--- src/rtl/atr_mon_pkg.sv ---
package atr_mon_pkg;

  typedef enum logic [1:0] {
    PH_IDLE   = 2'd0,
    PH_RST_LO = 2'd1,
    PH_RST_HI = 2'd2
  } phase_e;

  typedef enum logic [1:0] {
    ZN_IGNORE = 2'd0,
    ZN_EARLY  = 2'd1,
    ZN_VALID  = 2'd2
  } zone_e;

endpackage

--- src/rtl/atr_tick_counter.sv ---
module atr_tick_counter #(
  parameter int CNT_W = 16,
  parameter int LIMIT = 41950
) (
  input  logic             clk,
  input  logic             rst,
  input  logic             clr_i,
  input  logic             inc_i,
  output logic [CNT_W-1:0] count_o,
  output logic             last_o
);

  localparam logic [CNT_W-1:0] LastVal = CNT_W'(LIMIT - 1);

  always_ff @(posedge clk) begin
    if (rst || clr_i) begin
      count_o <= '0;
    end else if (inc_i) begin
      count_o <= count_o + 1'b1;
    end
  end

  // the next tick completes the window
  assign last_o = (count_o == LastVal);

endmodule

--- src/rtl/atr_zone_decode.sv ---
module atr_zone_decode
  import atr_mon_pkg::*;
#(
  parameter int CNT_W      = 16,
  parameter int IGN_TICKS  = 200,
  parameter int EARLY_TICKS = 352
) (
  input  logic [CNT_W-1:0] count_i,
  input  logic             hi_phase_i,
  output zone_e            zone_o
);

  localparam logic [CNT_W-1:0] EarlyBound = CNT_W'(EARLY_TICKS);

  logic below_ign;

  generate
    if (IGN_TICKS > 0) begin : g_ign
      localparam logic [CNT_W-1:0] IgnBound = CNT_W'(IGN_TICKS);
      // the ignore zone exists only while reset is held low
      assign below_ign = !hi_phase_i && (count_i < IgnBound);
    end else begin : g_no_ign
      assign below_ign = 1'b0;
    end
  endgenerate

  always_comb begin
    if (below_ign) begin
      zone_o = ZN_IGNORE;
    end else if (count_i < EarlyBound) begin
      zone_o = ZN_EARLY;
    end else begin
      zone_o = ZN_VALID;
    end
  end

endmodule

--- src/rtl/atr_phase_fsm.sv ---
module atr_phase_fsm
  import atr_mon_pkg::*;
(
  input  logic   clk,
  input  logic   rst,
  input  logic   start_i,
  input  logic   tick_i,
  input  logic   sbit_i,
  input  zone_e  zone_i,
  input  logic   last_i,
  output phase_e phase_o,
  output logic   cnt_clr_o,
  output logic   cnt_inc_o,
  output logic   card_rst_o,
  output logic   early_o,
  output logic   mute_o,
  output logic   done_o
);

  phase_e phase_q, phase_d;
  logic   card_rst_d, done_d;
  logic   in_window, answer, early_hit, valid_hit, window_end;

  assign in_window  = (phase_q == PH_RST_LO) || (phase_q == PH_RST_HI);
  assign answer     = in_window && sbit_i && (zone_i != ZN_IGNORE);
  assign early_hit  = answer && (zone_i == ZN_EARLY);
  assign valid_hit  = answer && (zone_i == ZN_VALID);
  assign window_end = in_window && !answer && tick_i && last_i;

  assign cnt_clr_o = start_i || (window_end && (phase_q == PH_RST_LO));
  assign cnt_inc_o = in_window && !start_i && !answer && tick_i && !last_i;

  always_comb begin
    phase_d    = phase_q;
    card_rst_d = card_rst_o;
    done_d     = done_o;
    if (start_i) begin
      phase_d    = PH_RST_LO;
      card_rst_d = 1'b0;
      done_d     = 1'b0;
    end else if (answer) begin
      phase_d = PH_IDLE;
      done_d  = valid_hit;
    end else if (window_end) begin
      if (phase_q == PH_RST_LO) begin
        phase_d    = PH_RST_HI;
        card_rst_d = 1'b1;
      end else begin
        phase_d = PH_IDLE;
      end
    end
  end

  always_ff @(posedge clk) begin
    if (rst) begin
      phase_q    <= PH_IDLE;
      card_rst_o <= 1'b0;
      done_o     <= 1'b0;
      early_o    <= 1'b0;
      mute_o     <= 1'b0;
    end else begin
      phase_q    <= phase_d;
      card_rst_o <= card_rst_d;
      done_o     <= done_d;
      early_o    <= !start_i && early_hit;
      mute_o     <= !start_i && window_end && (phase_q == PH_RST_HI);
    end
  end

  assign phase_o = phase_q;

endmodule

--- src/rtl/atr_window_mon.sv ---
module atr_window_mon
  import atr_mon_pkg::*;
#(
  parameter int IGNORE_TICKS  = 200,
  parameter int EARLY_TICKS   = 352,
  parameter int TIMEOUT_TICKS = 41950
) (
  input  logic clk,
  input  logic rst,
  input  logic start_i,
  input  logic card_clk_tick_i,
  input  logic sbit_i,
  output logic card_rst_o,
  output logic early_o,
  output logic mute_o,
  output logic done_o
);

  localparam int NeedW = $clog2(TIMEOUT_TICKS + 1);
  localparam int CntW  = (NeedW < 16) ? 16 : NeedW;

  logic [CntW-1:0] count;
  logic            last, cnt_clr, cnt_inc;
  zone_e           zone;
  phase_e          phase;

  atr_tick_counter #(
    .CNT_W(CntW),
    .LIMIT(TIMEOUT_TICKS)
  ) u_cnt (
    .clk    (clk),
    .rst    (rst),
    .clr_i  (cnt_clr),
    .inc_i  (cnt_inc),
    .count_o(count),
    .last_o (last)
  );

  atr_zone_decode #(
    .CNT_W      (CntW),
    .IGN_TICKS  (IGNORE_TICKS),
    .EARLY_TICKS(EARLY_TICKS)
  ) u_zone (
    .count_i   (count),
    .hi_phase_i(phase == PH_RST_HI),
    .zone_o    (zone)
  );

  atr_phase_fsm u_fsm (
    .clk       (clk),
    .rst       (rst),
    .start_i   (start_i),
    .tick_i    (card_clk_tick_i),
    .sbit_i    (sbit_i),
    .zone_i    (zone),
    .last_i    (last),
    .phase_o   (phase),
    .cnt_clr_o (cnt_clr),
    .cnt_inc_o (cnt_inc),
    .card_rst_o(card_rst_o),
    .early_o   (early_o),
    .mute_o    (mute_o),
    .done_o    (done_o)
  );

endmodule

--- config.mk ---
export PLATFORM = sky130hd
export DESIGN_NAME = atr_window_mon
export DESIGN_NICKNAME = d
export VERILOG_FILES = /design/src/rtl/atr_mon_pkg.sv /design/src/rtl/atr_tick_counter.sv /design/src/rtl/atr_zone_decode.sv /design/src/rtl/atr_phase_fsm.sv /design/src/rtl/atr_window_mon.sv
export SDC_FILE = /design/constraint.sdc
export NUM_CORES = 1
export LEC_CHECK = 0
export BUFFER_PORTS_ARGS = -buffer_cell sky130_fd_sc_hd__buf_2
export CAP_MARGIN = 20
export CORE_MARGIN = 2
export CORE_UTILIZATION = 25
export CTS_BUF_LIST = sky130_fd_sc_hd__clkbuf_4
export CTS_CLUSTER_DIAMETER = 30
export DETAILED_ROUTE_END_ITERATION = 10
export PLACE_DENSITY = 0.49
export SETUP_SLACK_MARGIN = 0.4
export SLEW_MARGIN = 20
export SYNTH_ARGS = -nofsm -noshare
export SYNTH_HDL_FRONTEND = slang
export SYNTH_SLANG_ARGS = --single-unit
--- constraint.sdc ---
create_clock -name clk -period 2.62 [get_ports clk]
set_input_delay 0.262 -clock clk [delete_from_list [all_inputs] [get_ports clk]]
set_output_delay 0.262 -clock clk [all_outputs]
set_load 0.02 [all_outputs]
# ---- Yosys cells after proc, flatten, opt, wreduce, memory -nomap -nowiden
# Cells that the tools add are included.
dict set report word_totals {
  ff_bits 22
  out_inout_bits 4
  elab_cells 50
  inputBits 5
}
dict set report classes {
  muxes 6
  n_addsub 1
  order_cmp 2
  n_reduce_logical 28
  n_eq_ne 5
  bitwise_logic 1
}
# cell count
set ops {}
lappend ops {{16-bit by 1-bit adder with 16-bit output, second input constant} 1}
lappend ops {{16-bit == test, second input constant} 1}
lappend ops {{1-bit logical AND} 16}
lappend ops {{16-bit by 8-bit < comparator with 1-bit output, second input constant} 1}
lappend ops {{16-bit by 9-bit < comparator with 1-bit output, second input constant} 1}
lappend ops {{2-bit 2-to-1 mux} 3}
lappend ops {{2-bit by 1-bit == test with 1-bit output, second input constant} 2}
lappend ops {{2-bit == test, second input constant} 2}
lappend ops {{1-bit logical NOT} 4}
lappend ops {{1-bit logical OR} 3}
lappend ops {{1-bit 2-to-1 mux} 3}
lappend ops {{3-bit AND reduction} 1}
lappend ops {{3-bit nonzero test} 1}
lappend ops {{3-bit OR reduction} 1}
lappend ops {{2-bit nonzero test} 1}
lappend ops {{2-bit OR reduction} 1}
lappend ops {{1-bit inverter} 1}

# ---- Depth between registers and ports, before layout
dict set report logic_depth {
  depth_word 13
  depth_mapped 8
  mapped_depth_nobuf 7
}

# ---- By module
# Synthesis repeated with hierarchy kept, for this count alone.
dict set report hier_totals {
  cells_unflattened 133
  area_unflattened_um2 1198.6
}
# module area_each_um2 instances seq_area_each_um2 cells_per_inst
set by_module_without_submodules {}
lappend by_module_without_submodules {atr_tick_counter 814.5 1 320.3 92}
lappend by_module_without_submodules {atr_phase_fsm 319.1 1 120.1 32}
lappend by_module_without_submodules {atr_zone_decode 51.3 1 0.0 8}
lappend by_module_without_submodules {atr_window_mon 13.8 1 0.0 1}

# ---- Least setup slack after synthesis
# Ideal clock, no wire load.
dict set report synth_timing {
  path_kind {register to register}
  from {register u_fsm.phase_q[0], in the netlist u_fsm.phase_o[0]}
  to {register u_cnt.count_o[7]}
  path_slack_ns 0.363
  path_buffers 0
  t_arrival_ns 2.187
  setup_time_ns 0.070
  stages_incl_launch_ff 7
  t_required_ns 2.550
  cell_sequence {dfxtp_1 -> inv_1 -> ha_1 -> nor3b_2 -> or4b_4 -> or4_1 -> a21oi_1}
}
dict set report synth_between {
  elab_chain_cells 13
}
# element line_no
set synth_lines {}
lappend synth_lines {{start, declared} atr_phase_fsm.sv:20} ;# phase_e phase_q, phase_d;
lappend synth_lines {{start signal, assigned} atr_phase_fsm.sv:62} ;# phase_q <= phase_d;
lappend synth_lines {{2-bit == test} {atr_phase_fsm.sv:24, atr_window_mon.sv:45}}
lappend synth_lines {{1-bit logical NOT} atr_zone_decode.sv:21} ;# assign below_ign = !hi_phase_i && (count_i < IgnBound);
lappend synth_lines {{1-bit logical AND} atr_zone_decode.sv:21}
lappend synth_lines {{2-bit 2-to-1 mux} atr_zone_decode.sv:28} ;# if (below_ign) begin
lappend synth_lines {{2-bit nonzero test} atr_phase_fsm.sv:25} ;# assign answer = in_window && sbit_i && (zone_i != ZN_IGNORE);
lappend synth_lines {{1-bit logical AND} atr_phase_fsm.sv:25}
lappend synth_lines {{1-bit logical NOT} {atr_phase_fsm.sv:28, atr_phase_fsm.sv:31}}
lappend synth_lines {{1-bit logical AND (3 in a row)} atr_phase_fsm.sv:28} ;# assign window_end = in_window && !answer && tick_i && last_i;
lappend synth_lines {{1-bit logical AND} atr_phase_fsm.sv:30} ;# assign cnt_clr_o = start_i || (window_end && (phase_q == PH_RST_LO));
lappend synth_lines {{1-bit logical OR} atr_phase_fsm.sv:30}
lappend synth_lines {{1-bit logical OR} atr_tick_counter.sv:16} ;# if (rst || clr_i) begin
lappend synth_lines {{end signal, assigned} atr_tick_counter.sv:19} ;# count_o <= count_o + 1'b1;
lappend synth_lines {{end, declared} atr_tick_counter.sv:9} ;# output logic [CNT_W-1:0] count_o,
# Several ways; a longest one is shown, not always the timed one.
# A chain may end at the register's enable or synchronous reset.

# ---- Final worst setup path
# Same ends and word-level chain as after synthesis.

==> results.md <==
Run status:
- The run finished with clean final reports.

STA:
- Of the available clock period, the critical path in the final layout requires 0.816.
- The hold violation count in the final report is 0.
- For the final database, setup skew stands at 0.0176 ns.
- The summed negative setup slack over all endpoints is 0 ns.
- The number of setup violations in the final report is 0.
- The maximum achievable frequency is 0.468 GHz.
- On the final layout, the worst hold slack is 0.0953 ns.
- The final critical path time including I/O delays and setup is 2.14 ns.
- The remaining max-slew budget at the tightest pin is 0.665.
- The slew at the pin closest to its max-slew limit is 0.496 ns.
- The max-slew violation count is 0.
- The final critical-path setup slack is 0.481 ns.
- Setup repair after global routing left no endpoint under its margin.

Global route:
- After global routing, the most crowded layer is met2.
- The global-route congestion overflow total is 0.
- The met2 routing resource usage after global routing is 0.193.
- The global-route track usage on met1 is 0.146.
- The global routing usage summed across all routing layers is 0.114.
- The initial antenna violation count is 0.
- The pin count of the biggest net entering global routing is 17.
- For met3 alone, demand over resource in global routing was 0.0343.
- The first-pass GRT wire length is 4870 um.
- The number of global-route vias before repair was 1,060.

CTS:
- The number of buffers added by the clock tree synthesis step is 3.
- TritonCTS built the clock tree.
- After clock tree synthesis, the clock-pin slew on the worst setup and hold paths is 0.14 ns.
- CTS built an H-tree with a depth of 1.
- Buffers inserted to repair hold after CTS numbered 0.
- The tree is rooted in a sky130_fd_sc_hd__clkbuf_4.
- The insertion delay of the later-clocked pin in the worst-skew pair is 0.32 ns.
- Counting every sink on the clock net gives 22.
- The buffer levels on the longest clock path is 2.

Worst setup path:
- The worst register-to-register path begins at u_fsm.phase_o[0].
- In this run the register-to-register setup slack is 0.48 ns.
- The critical path is of the flop to flop type.
- For the worst flop-to-flop path, the logic depth is 7.
- For the worst setup path, the data arrival time is 2.40 ns.
- The start point of the critical path is u_fsm.phase_o[0].
- Data on the critical path is required at its endpoint by 2.88 ns.
- The endpoint of the lowest-slack register-to-register path is u_cnt.count_o[7].
- The startpoint class of the critical path is a flop.
- Along the worst path, the maximum fanout reaches 4.
- STA classifies the critical path endpoint as a flop.

Final layout:
- The fraction of layout instances using a drive strength above 1 is 0.212.
- The post-route standard cell area excluding fillers is 1420 sq um.
- For this run, the post-layout net count is 161.
- The number of antenna diodes is 0.
- The area added between synthesis and finish is 16.7%.
- The filler cell count in the final layout is 508.

Floorplan:
- The die area is 5450 sq um.
- The placeable core region is 4720 sq um.
- In this run the horizontal extent of the chip is 73.8 um.
- The number of top-level pins is 9.
- The initial utilization of the core area, before any placement, comes to 0.258.
- Measured along the y axis, the die boundary spans 73.8 um.
- The row count is 25.

Route:
- The final route contains 1,076 vias.
- The via density per instance is 4.94.
- The mean routed wirelength per cell is 12.9 um.
- After detailed routing, the number of remaining DRC violations is 0.
- The count of routing violations after the opening detailed-route iteration is 37.
- The number of detailed-route iterations in the first pass is 4.
- The post-detailed-routing wire length is 2810 um.
- The antenna violation net count after detailed routing is 0.

Min path:
- The worst hold endpoint is u_fsm.phase_o[0].
- The path class of the tightest hold or removal check is input pin to flop.
- Along the worst hold path, the cell count comes to 2.
- The worst hold path begins at rst.

Synth:
- The synthesized design contains 22 register bits.
- The total nets after synthesis is 148.
- Synthesis produced a netlist whose cell count is 139.
- The leading register cell type out of synthesis is sky130_fd_sc_hd__dfxtp_1.
- The post-synthesis share of cell area spent on and, or, nand and nor gates is 0.400.
- The compound-cell area share of the yosys netlist is 0.0914.
- After synthesis, the share of cell area in mux cells is 0.
- The cell area after synthesis is 1220 sq um.
- The number of enable-type register cells in the synthesized netlist is 0.
- Of the synthesized area, sequential elements account for 0.361.
- Dividing the synthesized area by the synthesized cell count gives 8.77 sq um.
- The largest family of logic cells by synthesized area is simple AND/OR/NAND/NOR gates.
- Of the total synthesized cell area, the portion taken by XOR and XNOR cells is 0.0719.
- The largest total area in the synthesized netlist belongs to sky130_fd_sc_hd__dfxtp_1.
- Yosys attributes the largest share of cell area to sky130_fd_sc_hd__dfxtp_1 (36%), sky130_fd_sc_hd__xnor2_1 (6.5%), sky130_fd_sc_hd__nor2_1 (5.9%), sky130_fd_sc_hd__nand4_1 (4.6%), sky130_fd_sc_hd__ha_1 (4.1%).
- The adder-cell share of the synthesized area is 0.0411.
- During synthesis, Yosys emitted a total of 0 warnings.
- The netlist uses 40 different library cells.
- The share of the synthesized area in the top cell type is 0.361.
- In the synthesized netlist the async set-or-reset flop fraction comes to 0.

Placement:
- The placer's final routability congestion estimate is 0.763.
- Port buffering added 8 buffers.
- The placed instances occupy a cell area of 1350 sq um.
- The post-place setup slack is 0.326 ns.
- The total half-perimeter wirelength after legalization and detailed placement is 2070 um.

Power and ir drop:
- The post-route total power is 535 uW.
- Summed over all cells, the static leakage comes to 0.493 nW.
- The worst supply voltage drop on vdd is 151 uV.
- The power density normalized to cell area is 376 nW/um^2.

Run:
- The number of max-cap violations is 0.
## sequential cells by signal, indices dropped and copies added (netlist names)
| name | flops |
|---|---|
| u_fsm.card_rst_o | 1 |
| u_fsm.done_o | 1 |
| u_cnt.count_o | 16 |
| u_fsm.early_o | 1 |
| u_fsm.phase_o | 2 |
| u_fsm.mute_o | 1 |
## what timing repair did
action / CTS / global route
endpoints found under the setup margin: 16 / 16
pin swaps: 1 / 6
gates resized for setup: 2 / 5
buffers inserted: 0 / 2
## metal layers
| metal | up-vias | wire length (um) |
|---|---|---|
| met3 | 2 | 142 |
| met5 | - | 0 |
| li1 | 536 | - |
| met4 | 0 | 5 |
| met2 | 20 | 1340 |
| met1 | 518 | 1320 |
## worst max-delay path, cell delays in order (launching register included)
cell and delay (ns):
sky130_fd_sc_hd__dfxtp_2 0.35, sky130_fd_sc_hd__inv_1 0.06, sky130_fd_sc_hd__ha_4 0.29, sky130_fd_sc_hd__nand2b_4 0.14, sky130_fd_sc_hd__a31oi_1 0.05, sky130_fd_sc_hd__or4b_4 0.58, sky130_fd_sc_hd__or4_1 0.47, sky130_fd_sc_hd__a21oi_1 0.13
## power breakdown
group	internal [mW]	switching [mW]
Combinational	0.0141	0.0176
Sequential	0.336	0.00154
Clock	0.0558	0.110
## cell usage after synthesis (all sizes together), types with 4 or more instances
cell type and number:
dfxtp 22, clkbuf 4, o21ai 4, nand3 6, a21oi 6, nor3 8, xnor2 9, nand4 9
inv 4, nor2 19, nor4 5, ha 4
## cells in the final DEF (no fill, tap or decap), types with 2 or more instances in the layout
| cell | synthesis | final |
|---|---|---|
| sky130_fd_sc_hd__nor3_1 | 8 | 8 |
| sky130_fd_sc_hd__or3_1 | 2 | 2 |
| sky130_fd_sc_hd__nand3_1 | 6 | 6 |
| sky130_fd_sc_hd__o31ai_1 | 2 | 2 |
| sky130_fd_sc_hd__nor4_1 | 3 | 3 |
| sky130_fd_sc_hd__nor4_4 | 2 | 2 |
| sky130_fd_sc_hd__and2_1 | 3 | 3 |
| sky130_fd_sc_hd__inv_1 | 4 | 4 |
| sky130_fd_sc_hd__a21oi_1 | 6 | 5 |
| sky130_fd_sc_hd__buf_2 | 0 | 8 |
| sky130_fd_sc_hd__o21ai_0 | 3 | 3 |
| sky130_fd_sc_hd__a31oi_1 | 2 | 2 |
| sky130_fd_sc_hd__dfxtp_1 | 22 | 20 |
| sky130_fd_sc_hd__ha_1 | 4 | 3 |
| sky130_fd_sc_hd__buf_4 | 0 | 5 |
| sky130_fd_sc_hd__xnor2_1 | 9 | 9 |
| sky130_fd_sc_hd__nand4_1 | 9 | 9 |
| sky130_fd_sc_hd__a211oi_1 | 2 | 2 |
| sky130_fd_sc_hd__nand2_1 | 2 | 2 |
| sky130_fd_sc_hd__or4_1 | 3 | 2 |
| sky130_fd_sc_hd__nor2_1 | 19 | 19 |
| sky130_fd_sc_hd__dfxtp_2 | 0 | 2 |
| sky130_fd_sc_hd__and3_1 | 3 | 3 |
| sky130_fd_sc_hd__and4_1 | 3 | 3 |
| sky130_fd_sc_hd__clkbuf_4 | 0 | 3 |
## layout make-up
cell class | count | area (sq um) | share of cell area
repair buffers | 13 | 77.6 | 0.0545
well taps | 67 | 83.8 | 0.0589
clock inverters | 1 | 3.75 | 0.00264
flip-flops and latches | 22 | 443 | 0.311
clock buffers | 3 | 22.5 | 0.0158
inverters | 4 | 15.0 | 0.0106
multi-input cells | 108 | 777 | 0.546
## how the worst max path moves through the flow
stage | endpoint | cells past startpoint
after floorplan | u_cnt.count_o[7] | 6
after global placement | u_cnt.count_o[10] | 5
after detailed placement | u_cnt.count_o[5] | 7
after CTS | u_cnt.count_o[5] | 7
after global routing | u_cnt.count_o[7] | 7
final | u_cnt.count_o[7] | 7
## per-stage QoR
step,utilization,instances
2_1_floorplan,-,139
3_3_place_gp,0.285,212
3_5_place_dp,0.285,212
4_1_cts,0.295,216
6_report,0.301,218
5_1_grt,0.301,218
## cell families (layout without fill, tap and decap cells)
family / count (synthesis) / in the layout
compound gates: 18 / 18
xor+xnor: 10 / 10
fa+ha+maj: 4 / 4
buf+inv: 9 / 21
flops: 22 / 22
simple gates: 76 / 76
(Power assumes the default switching activity.)
